$ cat src/rtl/evtStampPkg.sv
package evtStampPkg;
  timeunit 1ns;
  timeprecision 100ps;

  localparam int HW_PINS = 4;
  localparam int SRC_PUSH = 0;
  localparam int SRC_WRAP = 1;
  localparam int SRC_MID = 2;
  localparam int SRC_PIN0 = 3;
  localparam int SRC_RX = SRC_PIN0 + HW_PINS;
  localparam int SRC_TX = SRC_RX + 1;
  localparam int SRC_NUM = SRC_TX + 1;

  localparam logic [7:0] A_IDENT = 8'h00;
  localparam logic [7:0] A_CTRL = 8'h04;
  localparam logic [7:0] A_PUSH = 8'h0C;
  localparam logic [7:0] A_LDVAL = 8'h10;
  localparam logic [7:0] A_LDGO = 8'h14;
  localparam logic [7:0] A_RAW = 8'h20;
  localparam logic [7:0] A_MASKED = 8'h24;
  localparam logic [7:0] A_IEN = 8'h28;
  localparam logic [7:0] A_POP = 8'h30;
  localparam logic [7:0] A_EVLO = 8'h34;
  localparam logic [7:0] A_EVHI = 8'h38;

  typedef enum logic [3:0] {
    EV_SWPUSH = 4'd0,
    EV_WRAP   = 4'd1,
    EV_MID    = 4'd2,
    EV_PIN    = 4'd3,
    EV_ETHRX  = 4'd4,
    EV_ETHTX  = 4'd5
  } evKind_t;

  typedef struct packed {
    logic [4:0]  portNum;
    evKind_t     kind;
    logic [3:0]  msgType;
    logic [15:0] seqId;
    logic [31:0] stamp;
  } evRec_t;

  typedef struct packed {
    logic               cntRun;
    logic               cntLoad;
    logic               swPush;
    logic               popHead;
    logic               ovfClear;
    logic [HW_PINS-1:0] pinFire;
    logic               rxFire;
    logic               txFire;
  } ctlStb_t;

  function automatic logic [31:0] packHigh(evRec_t r);
    return {3'b000, r.portNum, r.kind, r.msgType, r.seqId};
  endfunction
endpackage

$ cat src/rtl/evtStampCtrl.sv
module evtStampCtrl
  import evtStampPkg::*;
#(
  parameter logic [15:0] ID_VAL = 16'h4E8A,
  parameter logic [4:0]  REV_VAL = 5'd3,
  parameter logic [2:0]  MAJ_VAL = 3'd1,
  parameter logic [7:0]  MIN_VAL = 8'd2
) (
  input  logic               clk,
  input  logic               rstN,
  input  logic               regWrEn,
  input  logic [7:0]         regAddr,
  input  logic [31:0]        regWrData,
  output logic [31:0]        regRdData,
  input  logic [HW_PINS-1:0] hwPin,
  input  logic               rxStrobe,
  input  logic               txStrobe,
  input  logic               fifoEmpty,
  input  logic               ovfFlag,
  input  evRec_t             headRec,
  output ctlStb_t            stb,
  output logic [31:0]        loadVal,
  output logic               intOut
);
  timeunit 1ns;
  timeprecision 100ps;

  logic               unitRun;
  logic               intTest;
  logic               intEn;
  logic [HW_PINS-1:0] pinEn;
  logic [HW_PINS-1:0] sync0, sync1, prevQ;
  logic               rawPend;
  logic [31:0]        ctrlWord;

  always_ff @(posedge clk or negedge rstN) begin
    if (!rstN) begin
      unitRun <= 1'b0;
      intTest <= 1'b0;
      intEn   <= 1'b0;
      pinEn   <= '0;
      loadVal <= '0;
    end else if (regWrEn) begin
      if (regAddr == A_CTRL) begin
        unitRun <= regWrData[0];
        intTest <= regWrData[1];
        pinEn   <= regWrData[8 +: HW_PINS];
      end
      if (regAddr == A_IEN) intEn <= regWrData[0];
      if (regAddr == A_LDVAL) loadVal <= regWrData;
    end
  end

  always_ff @(posedge clk or negedge rstN) begin
    if (!rstN) begin
      sync0 <= '0;
      sync1 <= '0;
      prevQ <= '0;
    end else begin
      sync0 <= hwPin;
      sync1 <= sync0;
      prevQ <= sync1;
    end
  end

  always_comb begin
    stb          = '0;
    stb.cntRun   = unitRun;
    stb.cntLoad  = regWrEn && regAddr == A_LDGO && regWrData[0];
    stb.swPush   = unitRun && regWrEn && regAddr == A_PUSH && regWrData[0];
    stb.popHead  = regWrEn && regAddr == A_POP && regWrData[0];
    stb.ovfClear = regWrEn && regAddr == A_RAW && regWrData[1];
    stb.pinFire  = sync1 & ~prevQ & pinEn & {HW_PINS{unitRun}};
    stb.rxFire   = unitRun && rxStrobe;
    stb.txFire   = unitRun && txStrobe;
  end

  assign rawPend = !fifoEmpty || intTest;
  assign intOut  = rawPend && intEn;

  always_comb begin
    ctrlWord = '0;
    ctrlWord[0] = unitRun;
    ctrlWord[1] = intTest;
    ctrlWord[8 +: HW_PINS] = pinEn;
  end

  always_comb begin
    case (regAddr)
      A_IDENT:  regRdData = {ID_VAL, REV_VAL, MAJ_VAL, MIN_VAL};
      A_CTRL:   regRdData = ctrlWord;
      A_LDVAL:  regRdData = loadVal;
      A_RAW:    regRdData = {30'd0, ovfFlag, rawPend};
      A_MASKED: regRdData = {31'd0, intOut};
      A_IEN:    regRdData = {31'd0, intEn};
      A_EVLO:   regRdData = headRec.stamp;
      A_EVHI:   regRdData = packHigh(headRec);
      default:  regRdData = '0;
    endcase
  end

  // with the enable bit clear the interrupt line stays low
  p_irq_gate_r10 : assert property (@(posedge clk) disable iff (!rstN)
    !intEn |-> !intOut);

  for (genvar i = 0; i < HW_PINS; i++) begin : g_pinChk
    // a pin edge produces a single-cycle fire strobe
    p_pin_pulse_r5 : assert property (@(posedge clk) disable iff (!rstN)
      stb.pinFire[i] |=> !stb.pinFire[i]);
  end
endmodule

$ cat src/rtl/evtStampData.sv
module evtStampData
  import evtStampPkg::*;
#(
  parameter int DEPTH = 16
) (
  input  logic        clk,
  input  logic        rstN,
  input  ctlStb_t     stb,
  input  logic [31:0] loadVal,
  input  logic [4:0]  rxPort,
  input  logic [3:0]  rxMsgType,
  input  logic [15:0] rxSeqId,
  input  logic [4:0]  txPort,
  input  logic [3:0]  txMsgType,
  input  logic [15:0] txSeqId,
  output evRec_t      headRec,
  output logic        fifoEmpty,
  output logic        ovfFlag
);
  timeunit 1ns;
  timeprecision 100ps;

  localparam int PW = (DEPTH > 1) ? $clog2(DEPTH) : 1;
  localparam int CW = $clog2(DEPTH + 1);
  localparam logic [CW-1:0] FULL_CNT = CW'(DEPTH);
  localparam logic [PW-1:0] LAST_IDX = PW'(DEPTH - 1);

  logic [31:0]        cnt;
  logic [SRC_NUM-1:0] srcFire, pendQ, grant;
  evRec_t             srcRec [SRC_NUM];
  evRec_t             pendRec [SRC_NUM];
  evRec_t             grantRec;
  evRec_t             mem [DEPTH];
  logic [PW-1:0]      rdPtr, wrPtr;
  logic [CW-1:0]      count;
  logic               fifoFull, doWr, doRd, dropGrant, collision;

  // time counter
  always_ff @(posedge clk or negedge rstN) begin
    if (!rstN) cnt <= '0;
    else if (stb.cntLoad) cnt <= loadVal;
    else if (stb.cntRun) cnt <= cnt + 32'd1;
  end

  // event sources
  always_comb begin
    for (int s = 0; s < SRC_NUM; s++) begin
      srcRec[s] = '0;
      srcRec[s].stamp = cnt;
    end
    srcFire = '0;
    srcFire[SRC_PUSH] = stb.swPush;
    srcFire[SRC_WRAP] = stb.cntRun && !stb.cntLoad && cnt == 32'hFFFF_FFFF;
    srcRec[SRC_WRAP].kind = EV_WRAP;
    srcRec[SRC_WRAP].stamp = 32'h0000_0000;
    srcFire[SRC_MID] = stb.cntRun && !stb.cntLoad && cnt == 32'h7FFF_FFFF;
    srcRec[SRC_MID].kind = EV_MID;
    srcRec[SRC_MID].stamp = 32'h8000_0000;
    for (int i = 0; i < HW_PINS; i++) begin
      srcFire[SRC_PIN0+i] = stb.pinFire[i];
      srcRec[SRC_PIN0+i].kind = EV_PIN;
      srcRec[SRC_PIN0+i].portNum = 5'(i + 1);
    end
    srcFire[SRC_RX] = stb.rxFire;
    srcRec[SRC_RX].kind = EV_ETHRX;
    srcRec[SRC_RX].portNum = rxPort;
    srcRec[SRC_RX].msgType = rxMsgType;
    srcRec[SRC_RX].seqId = rxSeqId;
    srcFire[SRC_TX] = stb.txFire;
    srcRec[SRC_TX].kind = EV_ETHTX;
    srcRec[SRC_TX].portNum = txPort;
    srcRec[SRC_TX].msgType = txMsgType;
    srcRec[SRC_TX].seqId = txSeqId;
  end

  // one holding slot per source
  for (genvar s = 0; s < SRC_NUM; s++) begin : g_slot
    logic   slotBusy;
    evRec_t slotRec;
    always_ff @(posedge clk or negedge rstN) begin
      if (!rstN) begin
        slotBusy <= 1'b0;
        slotRec  <= '0;
      end else if (srcFire[s] && (!slotBusy || grant[s])) begin
        slotBusy <= 1'b1;
        slotRec  <= srcRec[s];
      end else if (grant[s]) begin
        slotBusy <= 1'b0;
      end
    end
    assign pendQ[s]   = slotBusy;
    assign pendRec[s] = slotRec;
  end

  // fixed-priority drain, lowest index first
  always_comb begin
    logic found;
    found = 1'b0;
    grant = '0;
    grantRec = '0;
    for (int s = 0; s < SRC_NUM; s++) begin
      if (pendQ[s] && !found) begin
        found = 1'b1;
        grant[s] = 1'b1;
        grantRec = pendRec[s];
      end
    end
  end

  assign fifoFull  = count == FULL_CNT;
  assign fifoEmpty = count == '0;
  assign doWr      = |grant && !fifoFull;
  assign dropGrant = |grant && fifoFull;
  assign doRd      = stb.popHead && !fifoEmpty;
  assign collision = |(srcFire & pendQ & ~grant);

  always_ff @(posedge clk) begin
    if (doWr) mem[wrPtr] <= grantRec;
  end

  always_ff @(posedge clk or negedge rstN) begin
    if (!rstN) begin
      rdPtr   <= '0;
      wrPtr   <= '0;
      count   <= '0;
      ovfFlag <= 1'b0;
    end else begin
      if (doWr) wrPtr <= (wrPtr == LAST_IDX) ? '0 : wrPtr + 1'b1;
      if (doRd) rdPtr <= (rdPtr == LAST_IDX) ? '0 : rdPtr + 1'b1;
      if (doWr && !doRd) count <= count + 1'b1;
      else if (doRd && !doWr) count <= count - 1'b1;
      ovfFlag <= (ovfFlag && !stb.ovfClear) || dropGrant || collision;
    end
  end

  assign headRec = fifoEmpty ? '0 : mem[rdPtr];

  // counter steps by one while running
  p_cnt_step_r1 : assert property (@(posedge clk) disable iff (!rstN)
    stb.cntRun && !stb.cntLoad |=> cnt == $past(cnt) + 32'd1);
  // counter holds while stopped
  p_cnt_hold_r1 : assert property (@(posedge clk) disable iff (!rstN)
    !stb.cntRun && !stb.cntLoad |=> $stable(cnt));
  // load copies the load word
  p_cnt_load_r2 : assert property (@(posedge clk) disable iff (!rstN)
    stb.cntLoad |=> cnt == $past(loadVal));
  // a full queue with no pop stays full
  p_no_overflow_r8 : assert property (@(posedge clk) disable iff (!rstN)
    fifoFull && !stb.popHead |=> fifoFull);
endmodule

$ cat src/rtl/evtStampUnit.sv
module evtStampUnit
  import evtStampPkg::*;
#(
  parameter int          DEPTH = 16,
  parameter logic [15:0] ID_VAL = 16'h4E8A,
  parameter logic [4:0]  REV_VAL = 5'd3,
  parameter logic [2:0]  MAJ_VAL = 3'd1,
  parameter logic [7:0]  MIN_VAL = 8'd2
) (
  input  logic        clk,
  input  logic        rstN,
  input  logic        regWrEn,
  input  logic [7:0]  regAddr,
  input  logic [31:0] regWrData,
  output logic [31:0] regRdData,
  input  logic [3:0]  hwPin,
  input  logic        rxStrobe,
  input  logic [4:0]  rxPort,
  input  logic [3:0]  rxMsgType,
  input  logic [15:0] rxSeqId,
  input  logic        txStrobe,
  input  logic [4:0]  txPort,
  input  logic [3:0]  txMsgType,
  input  logic [15:0] txSeqId,
  output logic        intOut
);
  timeunit 1ns;
  timeprecision 100ps;

  ctlStb_t     stb;
  evRec_t      headRec;
  logic        fifoEmpty;
  logic        ovfFlag;
  logic [31:0] loadVal;

  evtStampCtrl #(
    .ID_VAL(ID_VAL), .REV_VAL(REV_VAL), .MAJ_VAL(MAJ_VAL), .MIN_VAL(MIN_VAL)
  ) u_ctrl (
    .clk(clk), .rstN(rstN), .regWrEn(regWrEn), .regAddr(regAddr),
    .regWrData(regWrData), .regRdData(regRdData), .hwPin(hwPin),
    .rxStrobe(rxStrobe), .txStrobe(txStrobe), .fifoEmpty(fifoEmpty),
    .ovfFlag(ovfFlag), .headRec(headRec), .stb(stb), .loadVal(loadVal),
    .intOut(intOut)
  );

  evtStampData #(.DEPTH(DEPTH)) u_data (
    .clk(clk), .rstN(rstN), .stb(stb), .loadVal(loadVal),
    .rxPort(rxPort), .rxMsgType(rxMsgType), .rxSeqId(rxSeqId),
    .txPort(txPort), .txMsgType(txMsgType), .txSeqId(txSeqId),
    .headRec(headRec), .fifoEmpty(fifoEmpty), .ovfFlag(ovfFlag)
  );
endmodule

$ cat config.mk
export PLATFORM = sky130hd
export DESIGN_NAME = evtStampUnit
export DESIGN_NICKNAME = d
export VERILOG_FILES = /design/src/rtl/evtStampPkg.sv /design/src/rtl/evtStampCtrl.sv /design/src/rtl/evtStampData.sv /design/src/rtl/evtStampUnit.sv
export SDC_FILE = /design/constraint.sdc
export NUM_CORES = 2
export LEC_CHECK = 0
export BUFFER_PORTS_ARGS = -buffer_cell sky130_fd_sc_hd__buf_2
export CORE_MARGIN = 2
export CORE_UTILIZATION = 55
export CTS_BUF_LIST = sky130_fd_sc_hd__clkbuf_16
export DETAILED_ROUTE_END_ITERATION = 8
export PLACE_DENSITY_LB_ADDON = 0.1
export RECOVER_POWER = 25
export SKIP_LAST_GASP = 1
export SYNTH_ARGS = -nofsm -noshare
export SYNTH_HDL_FRONTEND = slang
export SYNTH_SLANG_ARGS = --single-unit
export TNS_END_PERCENT = 1
$ cat constraint.sdc
create_clock -name clk -period 22.3 [get_ports clk]
set_input_delay 1.115 -clock clk [delete_from_list [all_inputs] [get_ports clk]]
set_output_delay 1.115 -clock clk [all_outputs]
set_load 0.1 [all_outputs]
==> flow_metrics.env <==
export IMPL_diodes=0
export IMPL_overflow=0
export IMPL_fp_dieArea_um2=101300
export IMPL_violations="max-capacitance violations, max-slew violations"
export IMPL_fmax_ghz=0.1187
export IMPL_fin_util=0.6177
export IMPL_post_place_ws_ps=16430
export IMPL_min_period_ps=8424
export IMPL_num_io_pins=132
export IMPL_drtAntennaViolNets=0
export IMPL_synthArstFlopShare=0.2878
export IMPL_grt_start_max_net_pins=137
export IMPL_synthesis_area_um2=54330
export IMPL_maxSlewHeadroom=-2.901
export IMPL_timing_final_crit_share=0.3777
export IMPL_drtPass1Iterations=6
export IMPL_setup_tns_ps=0
export IMPL_numCtsBuffers=137
export IMPL_wl_per_cell_um=31.35
export IMPL_wirelength_mm=143.4
export IMPL_worstPathCellList="clkbuf_1 -> clkbuf_1"
export IMPL_antenna_found_initial=3
export IMPL_avgViaCountPerCell=6.595
export IMPL_p_per_area_nw_per_um2=92.02
export IMPL_die_width_um=318.3
export IMPL_clock_path_buffers=3
export IMPL_finalNonFillerCells=4572
export IMPL_crit_fanout=107
export IMPL_syn_inst=3051
export IMPL_final_fill_count=7063
export IMPL_fp_dieH_um=318.3
export IMPL_final_nets=3292
export IMPL_crit_type="in2async"
export IMPL_ys_seq_elements=1348
export IMPL_ir_drop_uv=74.55
export IMPL_skew_ps=19.85
export IMPL_r2r_slack_ps=16960
export IMPL_routabilityCongestion=0.8343
export IMPL_grt_pass1_wl_mm=209.7
export IMPL_grt_use_total=0.2853
export IMPL_worst_pin_slew_ps=5852
export IMPL_cp_top_family="buffers and inverters"
export IMPL_yosysWarnings=0
export IMPL_insertion_delay_ps=740
export IMPL_route_detailed_drc=0
export IMPL_cp_required_ps=22220
export IMPL_cts_tree="yes"
export IMPL_via_count=30150
export IMPL_clk_pin_slew_ps=60
export IMPL_start_util=0.5536
export IMPL_port_buffers=131
export IMPL_postCtsSetupBuffers=0
export IMPL_hold_buffers=0
export IMPL_drtIter0Drc=3492
export IMPL_outcome="complete, but fails checks"
export IMPL_cp_num_buf_inv=2
export IMPL_synth_area_per_cell_um2=17.81
export IMPL_ys_flop_type="edfxtp_1"
export IMPL_power_leakage_nw=21.36
export IMPL_grt_pass1_vias=30910
export IMPL_layout_setup_ws_ps=13880
export IMPL_htree_levels=4
export IMPL_cts_root_buffer="clkbuf_16"
export IMPL_hold_class="reg2reg"
export IMPL_rsz0062_at_grt="no"
export IMPL_dp_cells=4330
export IMPL_cp_start_kind="input pin"
export IMPL_slew_viol_final=783
export IMPL_crit_arrival_ps=8340
export IMPL_syn_nets=3161
export IMPL_synth_edf_count=960
export IMPL_slowest_delay_ps=4010
export IMPL_crit_top_cell="clkbuf_1"
export IMPL_maxCapViolations=17
export IMPL_yosysSeqAreaShare=0.7093
export IMPL_cts_resized=0
export IMPL_synth_distinct_cells=71
export IMPL_hold_viol_final=0
export IMPL_cts_sinks=1348
export IMPL_coreArea_um2=98130
export IMPL_cp_end_kind="asynchronous set/reset pin"
export IMPL_cpMaxStageDelayCell="clkbuf_1"
export IMPL_rows=115
export IMPL_drive_gt1_frac=0.2892
export IMPL_area_delta_synth_final_pct=11.57
export IMPL_setup_viol=0
export IMPL_dp_hpwl_mm=83.13
export IMPL_worst_hold_slack_ps=348.5
cell usage after synthesis, types with 37 or more instances:
cell type	number	area (µm²)
mux2_2	342	3851
a21oi_1	100	500.5
buf_2	58	290.3
a22oi_1	37	277.8
mux4_2	206	4639
nand3_1	40	200.2
nand2_1	138	518.0
clkbuf_1	104	390.4
buf_1	42	157.7
edfxtp_1	960	28830
mux2i_1	128	1281
a22o_1	47	411.6
dfrtp_1	388	9709
nor2_1	73	274.0
path summary, 6_finish.rpt:
check | end | startpoint | cells past startpoint
min in group asynchronous | u_data.g_slot[6].slotRec[15]$_DFFE_PN0P_ | rstN | 1
worst min register to register | u_ctrl.sync1[3]$_DFF_PN0_ | u_ctrl.sync0[3]$_DFF_PN0_ | 0
worst min-delay path | u_ctrl.sync1[3]$_DFF_PN0_ | u_ctrl.sync0[3]$_DFF_PN0_ | 0
max in group clk | regRdData[5] | regAddr[4] | 7
worst max register to register | u_data.count[4]$_DFFE_PN0P_ | u_data.g_slot[1].slotBusy$_DFFE_PN0P_ | 12
worst max-delay path | u_data.g_slot[8].slotRec[37]$_DFFE_PN0P_ | rstN | 2
layer usage:
metal / wire length (µm) / global-route usage / vias up
li1: - / - / 12350
met1: 59860 / 0.4136 / 16110
met2: 68410 / 0.4526 / 1432
met3: 11370 / 0.04585 / 258
met4: 3687 / 0.08415 / 4
met5: 26 / 0 / -
kinds of logic after synthesis:
| family | Yosys count | share of synthesized area |
|---|---|---|
| AO/OA/AOI/OAI | 368 | 0.04974 |
| XOR/XNOR | 38 | 0.006126 |
| adder cells (fa/ha/maj) | 11 | 0.002671 |
| buffers and inverters | 241 | 0.01918 |
| flip-flops | 1348 | 0.7093 |
| multiplexers | 676 | 0.1799 |
| AND/OR/NAND/NOR | 369 | 0.03309 |
layout make-up:
type	count	area, µm²	share of cell area
Clock buffer	143	3578	0.05903
Clock inverter	99	750.7	0.01238
Inverter	26	98.84	0.001631
Multi-Input combinational cell	1462	14850	0.2450
Sequential cell	1348	38550	0.6359
Tap cell	1287	1610	0.02656
Timing Repair Buffer	207	1181	0.01948
power by group:
group | total, mW | switching, mW | internal [mW]
combinational | 0.399 | 0.220 | 0.179
sequential | 2.96 | 0.141 | 2.82
clock | 2.22 | 0.937 | 1.28
cell usage in the layout (no fill, tap or decap), drive strengths merged, types with 8 or more instances in the layout:
master	netlist	layout
o2bb2ai	19	19
o2111ai	19	19
and3	14	14
nand2	138	138
o21ai	23	23
nor4	18	18
mux2i	128	128
nand3	40	40
xor2	8	8
inv	26	61
and2	14	14
clkbuf	105	165
nand2b	13	13
o211ai	17	17
a21oi	101	101
a22o	47	47
nor3	9	9
bufinv	0	11
dfrtp	388	388
nand4	11	11
mux2	342	342
a32oi	12	12
xnor2	30	30
buf	110	185
ha	10	10
clkinv	0	51
nor2	73	73
a222oi	32	32
a31oi	14	14
a22oi	37	37
edfxtp	960	960
mux4	206	206
o221ai	10	10
nor2b	9	9
per-stage QoR:
stage	power, mW	instance area (µm²)
2_1_floorplan	3.241	54330
3_3_place_gp	3.369	56420
3_5_place_dp	3.401	56420
4_1_cts	5.603	60750
5_1_grt	5.754	60620
6_report	5.578	60620
flip-flops by register name (all words and copies together), names as in the netlist, 4 cells and up:
register                count
u_data.mem                960
u_data.g_slot.slotRec     282
u_ctrl.loadVal             32
u_data.cnt                 32
u_data.g_slot.slotBusy      9
u_data.count                5
u_ctrl.pinEn                4
u_ctrl.prevQ                4
u_ctrl.sync0                4
u_ctrl.sync1                4
u_data.rdPtr                4
u_data.wrPtr                4
Power figures use the tool's default switching activity.
